==> config.mk <==
export PLATFORM = sky130hd
export DESIGN_NAME = i2c_addr_match
export DESIGN_NICKNAME = d
export VERILOG_FILES = /design/src/rtl/i2c_addr_match_pkg.sv /design/src/rtl/addr_match_ctrl.sv /design/src/rtl/addr_match_dp.sv /design/src/rtl/i2c_addr_match.sv
export SDC_FILE = /design/constraint.sdc
export NUM_CORES = 1
export LEC_CHECK = 0
export CAP_MARGIN = 20
export CORE_ASPECT_RATIO = 1.2
export CORE_MARGIN = 5
export CORE_UTILIZATION = 54
export DETAILED_ROUTE_END_ITERATION = 8
export DONT_BUFFER_PORTS = 1
export GPL_ROUTABILITY_DRIVEN = 0
export GPL_TIMING_DRIVEN = 0
export HOLD_SLACK_MARGIN = 0.03
export PLACE_DENSITY = 0.72
export SYNTH_ARGS = -nofsm -noshare
export SYNTH_HDL_FRONTEND = slang
export SYNTH_SLANG_ARGS = --single-unit
==> constraint.sdc <==
create_clock -name clk -period 1.9 [get_ports clk]
set_input_delay 0.095 -clock clk [delete_from_list [all_inputs] [get_ports clk]]
set_output_delay 0.095 -clock clk [all_outputs]
set_load 0.1 [all_outputs]
==> src/rtl/i2c_addr_match_pkg.sv <==
package i2c_addr_match_pkg;
  // strobes from control to datapath
  typedef struct packed {
    logic ackPulse;
    logic matchHit;
  } ctrlStrobe_t;

  // compare results from datapath to control
  typedef struct packed {
    logic hit7;
    logic hitHdr;
    logic hitLow;
  } cmpResult_t;

  typedef enum logic [1:0] {
    PH_IDLE  = 2'd0,
    PH_FIRST = 2'd1,
    PH_LOW   = 2'd2,
    PH_HOLD  = 2'd3
  } phase_t;
endpackage

==> src/rtl/addr_match_ctrl.sv <==
module addr_match_ctrl
  import i2c_addr_match_pkg::*;
(
  input  logic        clk,
  input  logic        rstN,
  input  logic        startDet,
  input  logic        stopDet,
  input  logic        byteValid,
  input  logic        enable,
  input  logic        tenBitMode,
  input  cmpResult_t  cmp,
  output ctrlStrobe_t strobe
);
  phase_t phase, phaseNext;

  always_comb begin
    phaseNext = phase;
    strobe    = '0;
    if (startDet) begin
      phaseNext = PH_FIRST;
    end else if (stopDet) begin
      phaseNext = PH_IDLE;
    end else if (byteValid) begin
      case (phase)
        PH_FIRST: begin
          phaseNext = PH_HOLD;
          if (enable) begin
            if (!tenBitMode) begin
              if (cmp.hit7) begin
                strobe.ackPulse = 1'b1;
                strobe.matchHit = 1'b1;
              end
            end else if (cmp.hitHdr) begin
              strobe.ackPulse = 1'b1;
              phaseNext       = PH_LOW;
            end
          end
        end
        PH_LOW: begin
          phaseNext = PH_HOLD;
          if (enable && cmp.hitLow) begin
            strobe.ackPulse = 1'b1;
            strobe.matchHit = 1'b1;
          end
        end
        default: phaseNext = phase;
      endcase
    end
  end

  always_ff @(posedge clk or negedge rstN) begin
    if (!rstN) phase <= PH_IDLE;
    else       phase <= phaseNext;
  end
endmodule

==> src/rtl/addr_match_dp.sv <==
module addr_match_dp
  import i2c_addr_match_pkg::*;
#(
  parameter int          REG_W   = 16,
  parameter int          ADDR_W  = 10,
  parameter int          SHORT_W = 7,
  parameter logic [15:0] RST_VAL = 16'h0204
) (
  input  logic              clk,
  input  logic              rstN,
  input  logic [7:0]        rxByte,
  input  logic              ackCfg,
  input  logic              irqEn,
  input  logic              flagClr,
  input  logic              regWe,
  input  logic [REG_W-1:0]  regWdata,
  input  ctrlStrobe_t       strobe,
  output cmpResult_t        cmp,
  output logic [REG_W-1:0]  regRdata,
  output logic              ackOe,
  output logic              ackLevel,
  output logic              matchFlag,
  output logic              clrMaster,
  output logic              irq
);
  localparam int HI_W  = ADDR_W - 8;
  localparam int PAD_W = REG_W - ADDR_W;
  localparam logic [4:0] HDR_TAG = 5'b11110;

  logic [ADDR_W-1:0] addrReg;
  logic              ackLvlQ;

  always_ff @(posedge clk or negedge rstN) begin
    if (!rstN) addrReg <= RST_VAL[ADDR_W-1:0];
    else if (regWe) addrReg <= regWdata[ADDR_W-1:0];
  end

  assign regRdata = {{PAD_W{1'b0}}, addrReg};

  always_comb begin
    cmp.hit7   = (rxByte[7:1] == addrReg[SHORT_W-1:0]);
    cmp.hitHdr = (rxByte[7:3] == HDR_TAG) &&
                 (rxByte[2:1] == addrReg[ADDR_W-1 -: HI_W]) && !rxByte[0];
    cmp.hitLow = (rxByte == addrReg[7:0]);
  end

  always_ff @(posedge clk or negedge rstN) begin
    if (!rstN) begin
      ackOe     <= 1'b0;
      ackLvlQ   <= 1'b1;
      clrMaster <= 1'b0;
      matchFlag <= 1'b0;
    end else begin
      ackOe     <= strobe.ackPulse;
      ackLvlQ   <= strobe.ackPulse ? ackCfg : 1'b1;
      clrMaster <= strobe.matchHit;
      if (strobe.matchHit)  matchFlag <= 1'b1;
      else if (flagClr)     matchFlag <= 1'b0;
    end
  end

  assign ackLevel = ackOe ? ackLvlQ : 1'b1;
  assign irq      = matchFlag & irqEn;
endmodule

==> src/rtl/i2c_addr_match.sv <==
module i2c_addr_match
  import i2c_addr_match_pkg::*;
#(
  parameter int          REG_W   = 16,
  parameter int          ADDR_W  = 10,
  parameter int          SHORT_W = 7,
  parameter logic [15:0] RST_VAL = 16'h0204
) (
  input  logic             clk,
  input  logic             rstN,
  input  logic             startDet,
  input  logic             stopDet,
  input  logic             byteValid,
  input  logic [7:0]       rxByte,
  input  logic             enable,
  input  logic             tenBitMode,
  input  logic             ackCfg,
  input  logic             irqEn,
  input  logic             flagClr,
  input  logic             regWe,
  input  logic [REG_W-1:0] regWdata,
  output logic [REG_W-1:0] regRdata,
  output logic             ackOe,
  output logic             ackLevel,
  output logic             matchFlag,
  output logic             clrMaster,
  output logic             irq
);
  ctrlStrobe_t strobe;
  cmpResult_t  cmp;

  addr_match_ctrl u_ctrl (
    .clk(clk), .rstN(rstN), .startDet(startDet), .stopDet(stopDet),
    .byteValid(byteValid), .enable(enable), .tenBitMode(tenBitMode),
    .cmp(cmp), .strobe(strobe)
  );

  addr_match_dp #(
    .REG_W(REG_W), .ADDR_W(ADDR_W), .SHORT_W(SHORT_W), .RST_VAL(RST_VAL)
  ) u_dp (
    .clk(clk), .rstN(rstN), .rxByte(rxByte), .ackCfg(ackCfg), .irqEn(irqEn),
    .flagClr(flagClr), .regWe(regWe), .regWdata(regWdata), .strobe(strobe),
    .cmp(cmp), .regRdata(regRdata), .ackOe(ackOe), .ackLevel(ackLevel),
    .matchFlag(matchFlag), .clrMaster(clrMaster), .irq(irq)
  );
endmodule

==> run summary, run 1 <==
## Worst hold path
* 3 — Hold Path Cell Cnt
* input pin to register — type of the tightest min-delay check
* enable — startpoint of the tightest hold check path
* u_dp.clrMaster$_DFF_PN0_ — sink of the worst hold path

## Setup path
* flip-flops — kind of cell with the highest combined delay on the critical path
* register — critical path startpoint category
* 2.07 ns — data arrival time of the critical path
* xnor2_1 > nand3b_1 > or4_4 > a31o_1 — Critical Path, Cell by Cell
* 2.12 ns — required time of the worst setup path
* u_dp.addrReg[2]$_DFFE_PN1P_ — Reg2Reg Launch Point
* 4 — maximum fanout along the worst path
* register — Critical Path Sink Type
* dfstp_4 — worst-path cell with the longest stage delay
* 0.82 ns — delay of the slowest cell on the worst path
* 4 — Reg2Reg Depth
* register to register — kind of critical path
* u_dp.ackLvlQ$_DFF_PN1_ — critical register-to-register path endpoint
* 0 — CP Buf/Inv Count
* 0.05 ns — r2r setup slk

## Synthesis
* 82 — post-synthesis cell count
* dfrtp_1 — Yosys top cell by area
* dfrtp_1 (35%), xnor2_1 (14%), mux2_2 (12%) — Synth area leaders
* 16 — flop and latch count out of synthesis
* xnor2_1 — most used standard cell by instance count after synthesis
* 0 — number of synthesized flops with an enable pin
* xnor2_1 (15), dfrtp_1 (13), mux2_2 (10), buf_4 (6), nand4_1 (4) — top post-synthesis cells by count
* 0 — count of yosys warnings during synthesis
* 100% — Async SR Flop Fraction
* 936 sq um — synthesized cell area
* 43.2% — part of the Yosys area used for sequential elements
* dfrtp_1 — Main synth FF type
* 28 — Yosys cell types
* 34.8% — Yosys top cell area share
* 11.4 sq um — synthesized area divided by synthesized cell count

## Detailed routing
* met4 — uppermost signal routing layer after detailed routing
* 1900 um — final wirelength
* 1030 um — wire length on met2
* 686 — overall via count from detail_route
* 4 — initial detailed-routing violation count
* 0 — Residual DRC
* 4 — number of optimization iterations in the first detailed-route pass
* 5.49 — vias per cell
* 15.2 um — mean routed wirelength per cell
* 201 um — sum of met3 wire segment lengths after detailed routing
* 649 um — wl on met1
* 0 — antenna violation net count after detailed routing

## Layout
* 0.00121 sq mm — post-route design area
* 146 — net count of the finished layout
* 29.0% — relative area change from synthesis to final layout
* 0 — Antenna Cells
* 125 — number of non-filler instances in the completed layout
* 126 — Fillers
* 40.2% — ratio of cells with drive above 1 in the final layout

## Clocking
* 1 — depth of the CTS H-tree
* built — clock tree from TritonCTS
* clkbuf_4 — CTS Root Buffer Type
* 0.28 ns — clock network latency to the later pin of the worst-skew pair
* 2 — maximum root-to-sink buffer count
* 3 — TritonCTS buffer count
* 16 — clock sink count
* 0.09 ns — clock input transition at the sequential cells of the worst setup and hold paths

## Placed design
* -0.0999 ns — Setup Slack @ Placement
* 1450 um — detailed-placement wirelength estimate
* 105 — Cell Count Post-Placement
* 988 sq um — Placement Cell Area
* 0 — Port-buffer cells

## Timing
* 97.5% — share of the cycle needed by the critical path after routing
* 0 — hold violation total from the final report
* 1.85 ns — Period minus WS final
* 0.0899 ns — Final Hold Slack
* 0.863 ns — slew at the pin closest to its max-slew limit
* 0.0481 ns — worst path setup slack after routing
* 42.5% — tightest slew margin relative to the limit
* no — unrepaired setup endpoints after global routing
* 540 MHz — Peak Freq
* 0 — Slew Viols, Final
* 0.00273 ns — maximum clock skew at final layout
* 0 — count of endpoints failing setup in the final report

## Global route
* 0 — Congestion Overflow GR
* 2880 um — global-route wire length before repair
* 655 — via count of the first global-routing pass
* 14.5% — total global-route track usage
* 0 — antenna violations before repair
* 17 — largest net degree at the start of global routing

## Power
* 0.665 mV — IR drop worst, VDD
* 0.000483 uW — Leak Pwr
* 780 mW/mm^2 — total power density per cell area
* 942 uW — power consumption

## Floorplanning
* 0.00164 sq mm — area of the placeable core
* 57.0% — initial core utilization
* 0.00267 sq mm — die outline area
* 16 — Site Rows
* 48.0 um — Horiz. Die Dim
* 55.6 um — Die Span Y
* 56 — number of primary I/O pins

## Run
* 0 — Max Cap Viol

## Status
* finished clean — run status

==> sequential cells by signal, indices dropped and copies added, names as in the netlist <==
signal / flops
u_dp.addrReg: 10
u_dp.ackLvlQ: 1
u_dp.matchFlag: 1
u_dp.clrMaster: 1
u_dp.ackOe: 1
u_ctrl.phase: 2
==> kinds of logic (layout without fill, tap and decap cells) <==
| group | after synthesis | in the layout | synth area share, % |
|---|---|---|---|
| mux | 10 | 10 | 12.0 |
| simple gates | 23 | 23 | 16.7 |
| flops | 16 | 16 | 43.2 |
| fa+ha+maj | 2 | 2 | 2.67 |
| other cells | 1 | 6 | 0.401 |
| xor+xnor | 17 | 17 | 15.9 |
| compound gates | 3 | 3 | 2.67 |
| buf+inv | 10 | 30 | 6.42 |
==> power by group <==
| part | leakage [uW] | switching [uW] | total, uW | internal (uW) |
|---|---|---|---|---|
| Sequential | 0.000181 | 195 | 567 | 372 |
| Clock | 0.0000138 | 98.4 | 172 | 73.5 |
| Combinational | 0.000288 | 102 | 203 | 100 |
| Total | 0.000483 | 396 | 942 | 546 |
==> worst min-delay path: cells and delay by family <==
kind,cells,cell delay (ns)
and+or+nand+nor,3,0.24
==> placed cells by master (no fill, tap or decap), types with 3 or more instances in the layout <==
cell	instances
xnor2_1	15
dlygate4sd3_1	15
mux2_2	10
dfrtp_2	10
buf_4	8
conb_1	6
nand4_1	4
inv_1	3
clkbuf_4	3
dfrtp_1	3
==> layout make-up <==
type	count	area, sq um	area share (%)
sequential	16	424	35.1
timing repair buffer	17	165	13.7
tap	18	22.5	1.87
multi-input combinational	61	513	42.5
buffer	7	48.8	4.04
inverter	3	11.3	0.933
clock buffer	3	22.5	1.87
==> timing repair <==
action / 4_1_cts / 5_1_grt
setup endpoints to repair: 4 / 3
setup buffers: 0 / 2
gates resized for setup: 6 / 3
endpoints found under the hold margin: 30 / 0
hold buffers: 15 / 0
==> worst max path at each step <==
stage / startpoint / end / slack (ns) / cells after the start
finish: u_dp.addrReg[2]$_DFFE_PN1P_ / u_dp.ackLvlQ$_DFF_PN1_ / 0.05 / 4
global route: u_dp.addrReg[2]$_DFFE_PN1P_ / u_dp.ackLvlQ$_DFF_PN1_ / 0.009 / 4
CTS: u_dp.ackOe$_DFF_PN0_ / ackLevel / 0.01 / 1
detailed placement: u_dp.addrReg[8]$_DFFE_PN0P_ / u_ctrl.phase[0]$_DFFE_PN0P_ / -0.1 / 4
global placement: u_dp.addrReg[8]$_DFFE_PN0P_ / u_ctrl.phase[0]$_DFFE_PN0P_ / -0.07 / 4
floorplan: u_dp.matchFlag$_DFFE_PN0P_ / irq / 0.03 / 1
==> per-layer routing <==
metal,global-route usage [%],up-vias
li1,-,322
met1,16.6,331
met2,24.2,31
met3,4.85,2
met4,4.62,0
met5,0,-
==> through the flow <==
stage	setup TNS, ns	utilization [%]
finish	0	73.6
global route	0	73.6
CTS	0	71.4
detailed placement	-0.106	60.2
global placement	-0.0742	60.2
floorplan	0	-
Note: power is estimated with default switching activity, not from simulation.
==> run 2, diff against run 1 <==
--- a/config.mk
+++ b/config.mk
@@ -15,6 +15,7 @@
 export GPL_TIMING_DRIVEN = 0
 export HOLD_SLACK_MARGIN = 0.03
 export PLACE_DENSITY = 0.72
+export REMOVE_ABC_BUFFERS = 1
 export SYNTH_ARGS = -nofsm -noshare
 export SYNTH_HDL_FRONTEND = slang
 export SYNTH_SLANG_ARGS = --single-unit
==> run 2 against run 1 <==
Against the previous run: the flow now finishes with violations (negative setup slack); sequential power is essentially flat; critical path type unchanged; routed wire length grew 10%; power grew 7.4%; worst setup slack lost 0.051 ns; via count grew 0.87%; count of clock-buffer cells in the layout grew 1.
==> run summary, run 2 (synthesis results as in run 1) <==
## Status
* finished, violations left — run status
* negative setup slack — violations in the final reports

## Setup path
* 3 — maximum fanout along the worst path, -1
* xor2_1 > nor4_1 > a311oi_1 > or2_2 — Critical Path, Cell by Cell
* -0.003 ns — r2r setup slk, -0.05 ns
* u_ctrl.phase[0]$_DFFE_PN0P_ — last element of the critical path
* register — critical path startpoint category
* 0.81 ns — delay of the slowest cell on the worst path, about the same
* 2.07 ns — required time of the worst setup path, -0.05 ns
* u_dp.addrReg[9]$_DFFE_PN1P_ — Reg2Reg Launch Point
* register to register — kind of critical path
* u_ctrl.phase[0]$_DFFE_PN0P_ — critical register-to-register path endpoint
* register — Critical Path Sink Type
* dfstp_4 — worst-path cell with the longest stage delay
* 2.07 ns — data arrival time of the critical path, about the same
* 4 — Reg2Reg Depth, unchanged
* 0 — CP Buf/Inv Count, unchanged
* flip-flops — kind of cell with the highest combined delay on the critical path
* 4 — count of cell instances traversed by the critical path, unchanged
* u_dp.addrReg[9]$_DFFE_PN1P_ — crit path from

## Worst hold path
* enable — startpoint of the tightest hold check path
* 3 — Hold Path Cell Cnt, unchanged
* input pin to register — type of the tightest min-delay check

## Detailed routing
* 2090 um — final wirelength, +10%
* 16.4 um — mean routed wirelength per cell, +7.7%
* 0 — Residual DRC, unchanged
* 0 — antenna violation net count after detailed routing, unchanged
* 5.41 — vias per cell, -1.5%
* 2 — number of optimization iterations in the first detailed-route pass, -2
* 4 — initial detailed-routing violation count, unchanged
* 692 — overall via count from detail_route, +0.87%

## Layout
* u_dp.addrReg — top register by number of flip-flops
* u_dp.addrReg x10, u_ctrl.phase x2 — Regs by FF count
* 10 — number of flip-flops in the largest register, unchanged
* 77.1% — Final Core Density, +3.6 points
* 33.6% — ratio of cells with drive above 1 in the final layout, -6.6 points
* 113 — Fillers, -10%
* dlygate4sd3_1 (25), xnor2_1 (14), mux2_2 (10), dfrtp_2 (10), conb_1 (6) — commonest cells after routing, fill and taps aside
* 35.3% — relative area change from synthesis to final layout
* 148 — net count of the finished layout, +1.4%
* 0 — Antenna Cells, unchanged
* dlygate4sd3_1 — most common cell after layout, fill and taps aside

## Clocking
* 0.10 ns — clock input transition at the sequential cells of the worst setup and hold paths, about the same
* clkbuf_4 — CTS Root Buffer Type
* built — clock tree from TritonCTS
* 3 — TritonCTS buffer count, unchanged
* 0.28 ns — clock network latency to the later pin of the worst-skew pair, about the same
* 16 — clock sink count, unchanged
* 2 — maximum root-to-sink buffer count, unchanged
* 1 — depth of the CTS H-tree, unchanged

## Power
* 0.000499 uW — Leak Pwr, +3.3%
* 799 mW/mm^2 — total power density per cell area, +2.4%
* 0.647 mV — IR drop worst, VDD, -2.7%
* 1010 uW — power consumption, +7.4%

## Floorplanning
* 57.0% — initial core utilization, unchanged
* 48.0 um — Horiz. Die Dim, unchanged
* 16 — Site Rows, unchanged
* 0.00164 sq mm — area of the placeable core, unchanged
* 56 — number of primary I/O pins, unchanged
* 55.6 um — Die Span Y, unchanged
* 0.00267 sq mm — die outline area, unchanged

## Timing
* 42.7% — tightest slew margin relative to the limit, +0.16 points
* 0 — Slew Viols, Final, unchanged
* 525 MHz — Peak Freq, -2.7%
* 100% — share of the cycle needed by the critical path after routing, +2.7 points
* 0.0851 ns — Final Hold Slack, -0.00483 ns
* 0.000965 ns — maximum clock skew at final layout, -0.00177 ns
* -0.00321 ns — worst path setup slack after routing, -0.0513 ns
* 1.90 ns — Period minus WS final, +0.0513 ns
* 0 — hold violation total from the final report, unchanged
* 0.861 ns — slew at the pin closest to its max-slew limit, -0.00240 ns
* 1 — count of endpoints failing setup in the final report, +1

## Run
* 0 — Max Cap Viol, unchanged

## Placed design
* 1470 um — detailed-placement wirelength estimate, +1.5%
* 0 — Port-buffer cells, unchanged
* -0.210 ns — Setup Slack @ Placement, -0.111 ns

## Global route
* 714 — via count of the first global-routing pass, +9.0%
* 0 — antenna violations before repair, unchanged
* 0 — Congestion Overflow GR, unchanged
* 3200 um — global-route wire length before repair, +11%
* 17 — largest net degree at the start of global routing, unchanged
* 15.8% — total global-route track usage, +1.3 points

[run 2: cell count changes in the layout (fill, tap and decap cells not counted)]
cell,before,now
clkbuf_1,1,0
nor4_1,0,1
buf_4,8,1
nor4_2,1,0
xnor2_1,15,14
clkbuf_8,0,1
xnor2_2,0,1
dlygate4sd3_1,15,25
[run 2: metal layers]
layer  vias up  GRT usage [%]  wire length (um)
met5         -              0                 0
li1        324              -                 -
met4         0           4.62                18
met2        30           27.6              1180
met1       336           16.5               685
met3         2           5.83               207
[run 2: worst min-delay path by stage]
stage          slack [ns]                           to
2_1_floorplan       -0.20  u_ctrl.phase[0]$_DFFE_PN0P_
3_3_place_gp        -0.20     u_dp.clrMaster$_DFF_PN0_
3_5_place_dp        -0.20     u_dp.clrMaster$_DFF_PN0_
4_1_cts              0.08     u_dp.clrMaster$_DFF_PN0_
5_1_grt              0.11     u_dp.clrMaster$_DFF_PN0_
6_report             0.09     u_dp.clrMaster$_DFF_PN0_
[run 2: final cells by class]
cell class                      count  area [sq um]  area share [%]
Clock buffer                        4          36.3            2.87
Sequential cell                    16           424            33.5
Inverter                            3          11.3           0.889
Tap cell                           18          22.5            1.78
Timing Repair Buffer               26           258            20.4
Multi-Input combinational cell     61           514            40.6
[run 2: what timing repair did]
action / 4_1_cts / 5_1_grt
hold buffers: 25 / 0
setup endpoints to repair: 7 / 2
gates cloned: 0 / 0
buffers inserted: 0 / 1
gates resized for setup: 13 / 3
hold endpoints to repair: 30 / 0
[run 2: power breakdown]
part | leakage, uW | internal, uW | switching, uW
clock | 0.0000210 | 116 | 107
combinational | 0.000297 | 118 | 103
sequential | 0.000181 | 372 | 195
[run 2: through the flow]
step | cell area, sq um | TNS, ns | instances
after floorplan | 906 | -0.127 | 80
after global placement | 928 | -0.529 | 98
after detailed placement | 928 | -0.508 | 98
after CTS | 1240 | 0 | 127
after global routing | 1270 | -0.0602 | 128
final | 1270 | -0.00321 | 128
[run 2: worst register-to-register path: stages, from the launching register on]
cell and delay, ns:
dfstp_4 0.81, xor2_1 0.11, nor4_1 0.44, a311oi_1 0.15, or2_2 0.29
